--- config.mk ---
export PLATFORM = sky130hd
export DESIGN_NAME = dc_servo
export DESIGN_NICKNAME = d
export VERILOG_FILES = /design/src/rtl/dc_servo_pkg.sv /design/src/rtl/dc_ref_calc.sv /design/src/rtl/dc_rate_div.sv /design/src/rtl/dc_time_acc.sv /design/src/rtl/dc_servo.sv
export SDC_FILE = /design/constraint.sdc
export NUM_CORES = 2
export LEC_CHECK = 0
export ABC_AREA = 1
export ABC_CLOCK_PERIOD_IN_PS = 7500
export BUFFER_PORTS_ARGS = -buffer_cell sky130_fd_sc_hd__buf_2
export CORE_AREA = 4 4 375 340
export CTS_BUF_LIST = sky130_fd_sc_hd__clkbuf_16
export CTS_CLUSTER_SIZE = 25
export DETAILED_ROUTE_END_ITERATION = 10
export DIE_AREA = 0 0 379 344
export PLACE_DENSITY_LB_ADDON = 0.08
export SLEW_MARGIN = 20
export SYNTH_ARGS = -nofsm -noshare
export SYNTH_HDL_FRONTEND = slang
export SYNTH_HIERARCHICAL = 1
export SYNTH_SLANG_ARGS = --single-unit
--- constraint.sdc ---
create_clock -name clk_i -period 7.5 [get_ports clk_i]
set_input_delay 0.75 -clock clk_i [delete_from_list [all_inputs] [get_ports clk_i]]
set_output_delay 0.75 -clock clk_i [all_outputs]
set_load 0.05 [all_outputs]
--- src/rtl/dc_servo_pkg.sv ---
package dc_servo_pkg;
  localparam int unsigned FRAC_W = 24;

  typedef enum logic [0:0] {
    DIV_IDLE = 1'b0,
    DIV_RUN  = 1'b1
  } div_state_e;
endpackage

--- src/rtl/dc_ref_calc.sv ---
module dc_ref_calc #(
  parameter int unsigned INT_W   = 40,
  parameter int unsigned DLY_W   = 32,
  parameter int unsigned DELTA_W = 32
) (
  input  logic [INT_W-1:0]   ts_i,
  input  logic [DLY_W-1:0]   cable_i,
  input  logic [DLY_W-1:0]   station_i,
  input  logic [INT_W-1:0]   loc_i,
  input  logic [INT_W-1:0]   prev_ref_i,
  output logic [INT_W-1:0]   ref_o,
  output logic [DELTA_W-1:0] ref_delta_o,
  output logic [DELTA_W-1:0] loc_delta_o
);
  always_comb begin
    ref_o       = ts_i + INT_W'(cable_i) + INT_W'(station_i);
    ref_delta_o = DELTA_W'(ref_o - prev_ref_i);
    // local elapsed since last correction (local time was set to prev ref)
    loc_delta_o = DELTA_W'(loc_i - prev_ref_i);
  end
endmodule

--- src/rtl/dc_rate_div.sv ---
module dc_rate_div
  import dc_servo_pkg::*;
#(
  parameter int unsigned NUM_W = 64,
  parameter int unsigned DEN_W = 32,
  parameter int unsigned Q_W   = 32
) (
  input  logic             clk_i,
  input  logic             rst_ni,
  input  logic             start_i,
  input  logic [NUM_W-1:0] num_i,
  input  logic [DEN_W-1:0] den_i,
  output logic             busy_o,
  output logic             upd_o,
  output logic [Q_W-1:0]   quo_o
);
  localparam int unsigned CNT_W = $clog2(NUM_W + 1);

  div_state_e       state_q;
  logic [CNT_W-1:0] cnt_q;
  logic [DEN_W-1:0] rem_q, den_q;
  logic [NUM_W-1:0] quo_q;
  logic             dz_q;

  logic [DEN_W:0]   rem_sh;
  logic [DEN_W-1:0] rem_nx;
  logic [NUM_W-1:0] quo_nx;
  logic             done;

  always_comb begin
    rem_sh = {rem_q, quo_q[NUM_W-1]};
    quo_nx = {quo_q[NUM_W-2:0], 1'b0};
    rem_nx = DEN_W'(rem_sh);
    if (rem_sh >= {1'b0, den_q}) begin
      rem_nx    = DEN_W'(rem_sh - {1'b0, den_q});
      quo_nx[0] = 1'b1;
    end
  end

  assign done   = (state_q == DIV_RUN) && (cnt_q == CNT_W'(1));
  assign busy_o = (state_q == DIV_RUN);
  assign upd_o  = done && !dz_q;
  assign quo_o  = (|quo_nx[NUM_W-1:Q_W]) ? {Q_W{1'b1}} : quo_nx[Q_W-1:0];

  always_ff @(posedge clk_i or negedge rst_ni) begin
    if (!rst_ni) begin
      state_q <= DIV_IDLE;
      cnt_q   <= '0;
      rem_q   <= '0;
      den_q   <= '0;
      quo_q   <= '0;
      dz_q    <= 1'b0;
    end else if (state_q == DIV_IDLE) begin
      if (start_i) begin
        state_q <= DIV_RUN;
        cnt_q   <= CNT_W'(NUM_W);
        rem_q   <= '0;
        den_q   <= den_i;
        quo_q   <= num_i;
        dz_q    <= (den_i == '0);
      end
    end else begin
      rem_q <= rem_nx;
      quo_q <= quo_nx;
      cnt_q <= cnt_q - CNT_W'(1);
      if (done) state_q <= DIV_IDLE;
    end
  end
endmodule

--- src/rtl/dc_time_acc.sv ---
module dc_time_acc #(
  parameter int unsigned TIME_W = 64,
  parameter int unsigned FRAC_W = 24,
  parameter int unsigned INC_W  = 32,
  localparam int unsigned INT_W = TIME_W - FRAC_W
) (
  input  logic             clk_i,
  input  logic             rst_ni,
  input  logic             load_i,
  input  logic [INT_W-1:0] load_int_i,
  input  logic [INC_W-1:0] inc_i,
  output logic [INT_W-1:0] time_int_o
);
  logic [TIME_W-1:0] time_q;

  always_ff @(posedge clk_i or negedge rst_ni) begin
    if (!rst_ni)     time_q <= '0;
    else if (load_i) time_q <= {load_int_i, time_q[FRAC_W-1:0]} + TIME_W'(inc_i);
    else             time_q <= time_q + TIME_W'(inc_i);
  end

  assign time_int_o = time_q[TIME_W-1:FRAC_W];
endmodule

--- src/rtl/dc_servo.sv ---
module dc_servo
  import dc_servo_pkg::*;
#(
  parameter int unsigned   TIME_W    = 64,
  parameter int unsigned   INC_W     = 32,
  parameter int unsigned   DLY_W     = 32,
  parameter int unsigned   DELTA_W   = 32,
  parameter logic [INC_W-1:0] INC_RESET = 32'h0800_0000,
  localparam int unsigned  INT_W     = TIME_W - FRAC_W,
  localparam int unsigned  NUM_W     = INC_W + DELTA_W
) (
  input  logic             clk_i,
  input  logic             rst_ni,
  input  logic             msg_valid_i,
  input  logic [INT_W-1:0] msg_ts_i,
  input  logic [DLY_W-1:0] cable_dly_i,
  input  logic [DLY_W-1:0] station_dly_i,
  output logic [INT_W-1:0] local_time_o,
  output logic [INC_W-1:0] rate_o,
  output logic             busy_o
);
  logic [INC_W-1:0]   inc_q;
  logic [INT_W-1:0]   prev_ref_q;
  logic               have_prev_q;
  logic               accept;
  logic [INT_W-1:0]   ref_time;
  logic [DELTA_W-1:0] ref_delta, loc_delta;
  logic               div_busy, div_upd;
  logic [INC_W-1:0]   div_quo;

  assign accept = msg_valid_i && !div_busy;

  dc_ref_calc #(.INT_W(INT_W), .DLY_W(DLY_W), .DELTA_W(DELTA_W)) ref_i (
    .ts_i        (msg_ts_i),
    .cable_i     (cable_dly_i),
    .station_i   (station_dly_i),
    .loc_i       (local_time_o),
    .prev_ref_i  (prev_ref_q),
    .ref_o       (ref_time),
    .ref_delta_o (ref_delta),
    .loc_delta_o (loc_delta)
  );

  dc_rate_div #(.NUM_W(NUM_W), .DEN_W(DELTA_W), .Q_W(INC_W)) div_i (
    .clk_i   (clk_i),
    .rst_ni  (rst_ni),
    .start_i (accept && have_prev_q),
    .num_i   (NUM_W'(inc_q) * NUM_W'(ref_delta)),
    .den_i   (loc_delta),
    .busy_o  (div_busy),
    .upd_o   (div_upd),
    .quo_o   (div_quo)
  );

  dc_time_acc #(.TIME_W(TIME_W), .FRAC_W(FRAC_W), .INC_W(INC_W)) acc_i (
    .clk_i      (clk_i),
    .rst_ni     (rst_ni),
    .load_i     (accept),
    .load_int_i (ref_time),
    .inc_i      (inc_q),
    .time_int_o (local_time_o)
  );

  always_ff @(posedge clk_i or negedge rst_ni) begin
    if (!rst_ni) begin
      inc_q       <= INC_RESET;
      prev_ref_q  <= '0;
      have_prev_q <= 1'b0;
    end else begin
      if (div_upd) inc_q <= div_quo;
      if (accept) begin
        prev_ref_q  <= ref_time;
        have_prev_q <= 1'b1;
      end
    end
  end

  assign rate_o = inc_q;
  assign busy_o = div_busy;
endmodule

==> flow_metrics.env <==
export IMPL_status="finished, violations left"
export IMPL_violations="setup timing"
export IMPL_wl_per_cell_um=19.8
export IMPL_grt_max_degree=135
export IMPL_max_stage_delay_ns=0.66
export IMPL_clock_fmax_ghz=0.102
export IMPL_finalSetupViolCount=55
export IMPL_hp_class="in -> async"
export IMPL_pin_count=180
export IMPL_routed_via_density=5.08
export IMPL_worstPathArrival_ns=10.33
export IMPL_period_needed_ns=9.84
export IMPL_fill_cells=11700
export IMPL_grt_pass1_wl_um=340000
export IMPL_rr_worst_depth=44
export IMPL_place_congestion=0.989
export IMPL_cts_htree_levels=2
export IMPL_avgSynthCellArea_um2=6.92
export IMPL_dpl_hpwl_um=181000
export IMPL_top_layer="met4"
export IMPL_clk_pin_slew_worst_paths_ns=0.06
export IMPL_fin_worst_skew_ns=0.0527
export IMPL_critical_path_peak_fanout=6
export IMPL_drt_iter0_drc=4118
export IMPL_drv_cap=0
export IMPL_wl_met1_um=89800
export IMPL_layout_drive_gt1_share=0.199
export IMPL_die_y_um=344
export IMPL_fin_ws_ns=-2.34
export IMPL_r2r_end="div_i/quo_q[45]"
export IMPL_dr_wl_met3_um=12900
export IMPL_rsz0062_at_grt="true"
export IMPL_cts_buffer_depth=3
export IMPL_worst_pin_slew_ns=1.17
export IMPL_cts_root_buf="clkbuf_16"
export IMPL_final_area_mm2=0.0753
export IMPL_clkSinkCount=266
export IMPL_drcViolationCount=0
export IMPL_finalHoldViolCount=0
export IMPL_die_w_um=379
export IMPL_vias=57000
export IMPL_endpoint_kind="flop"
export IMPL_design_die_area_mm2=0.130
export IMPL_cpMostUsedCell="inv_1"
export IMPL_rows=123
export IMPL_numCtsBuffers=39
export IMPL_hold_buffers=0
export IMPL_path_class="in -> reg"
export IMPL_drtAntennaViolNets=0
export IMPL_required_ns=7.99
export IMPL_grt_use_total=0.343
export IMPL_report_final_slew_viol_count=0
export IMPL_io_buffer_count=179
export IMPL_initial_core_util=0.494
export IMPL_hold_slack_ns=0.166
export IMPL_place_area_mm2=0.0700
export IMPL_synthesis_area_mm2=0.0613
export IMPL_first_pass_iters=6
export IMPL_diodes=0
export IMPL_final_nets=11000
export IMPL_antenna_found_initial=1
export IMPL_grt_remaining_overflow=0
export IMPL_startpoint_type="input pin"
export IMPL_r2r_start="prev_ref_q[0]"
export IMPL_dr_wl_met2_um=107000
export IMPL_clk_latency_ns=0.63
export IMPL_rrSetupSlack_ns=-0.85
export IMPL_period_share=1.31
export IMPL_yosysWarnings=6
export IMPL_slew_headroom=0.222
export IMPL_synth_cells=8859
export IMPL_tns_ns=-110.76
export IMPL_critPathSlowestCell="fa_2"
export IMPL_cts_tree="done"
export IMPL_syn_to_final_growth_pct=23.0
export IMPL_fp_coreArea_mm2=0.124
export IMPL_wirelength_um=222000
export IMPL_grt_pass1_vias=58400
export IMPL_syn_nets=10300
[layout by cell type, fill, tap and decap left out, types with 84 or more instances in the layout]
cell type / instances
a21oi_1: 125
buf_12: 85
buf_2: 176
buf_4: 707
dfrtp_1: 263
fa_1: 884
ha_1: 333
ha_4: 84
inv_1: 2285
nand2_1: 2833
nand2_2: 204
nand3_1: 201
nor2_1: 285
o21ai_0: 92
xor2_1: 89
[worst max-delay path, delay by kind of cell]
family                     cells  cell delay (ns)
adders and majority gates     13             5.32
buffers and inverters         20             1.88
and+or+nand+nor               13             1.10
AOI/OAI and AO/OA              6             0.90
xor gates and xnor gates       2             0.34
[timing repair]
action / in CTS / in global routing
setup buffers: 61 / 33
gates resized for setup: 384 / 307
gates cloned: 6 / 2
endpoints found under the hold margin: 0 / 0
pin swaps: 153 / 193
endpoints found under the setup margin: 56 / 56
[cell type report]
type / count / area, um2 / share of cell area
Clock buffer: 39 / 976 / 0.0130
Sequential cell: 266 / 6660 / 0.0884
Tap cell: 1625 / 2030 / 0.0270
Timing Repair Buffer: 1007 / 8470 / 0.112
Clock inverter: 32 / 355 / 0.00472
Inverter: 2365 / 8910 / 0.118
Multi-Input combinational cell: 5897 / 47900 / 0.636
[stage by stage]
step | utilization | cells | setup WS [ns]
finish | 0.607 | 11200 | -2.34
global route | 0.607 | 11200 | -2.67
CTS | 0.594 | 11200 | -2.39
detailed placement | 0.564 | 11100 | -3.65
global placement | 0.564 | 11100 | -3.68
floorplan | - | 8859 | -1.77
[routing by layer]
layer	up-vias	global-route usage
met4	0	0.156
met3	477	0.0440
met2	1780	0.590
met1	27700	0.431
met5	-	0
li1	27000	-
[flip-flops by register name, indices dropped and copies added, names as in the netlist]
signal and count:
div_i/quo_q 64, div_i/busy_o 1, prev_ref_q 32, div_i/cnt_q 7
acc_i/time_q 64, div_i/den_q 32, div_i/dz_q 1, div_i/rem_q 32
have_prev_q 1, rate_o 32
[worst max path at each step]
stage	end	depth (start not counted)	slack, ns	from
global route	div_i/quo_q[50]	48	-2.67	msg_ts_i[20]
global placement	div_i/quo_q[49]	45	-3.68	msg_ts_i[1]
finish	div_i/quo_q[45]	54	-2.34	msg_ts_i[1]
CTS	div_i/quo_q[62]	51	-2.39	msg_ts_i[1]
floorplan	div_i/quo_q[56]	43	-1.77	msg_ts_i[1]
detailed placement	div_i/quo_q[49]	45	-3.65	msg_ts_i[1]
Power is left out: the tool's default activity adds up to more than one toggle a clock period on the data nets, which glitch-free logic cannot reach.
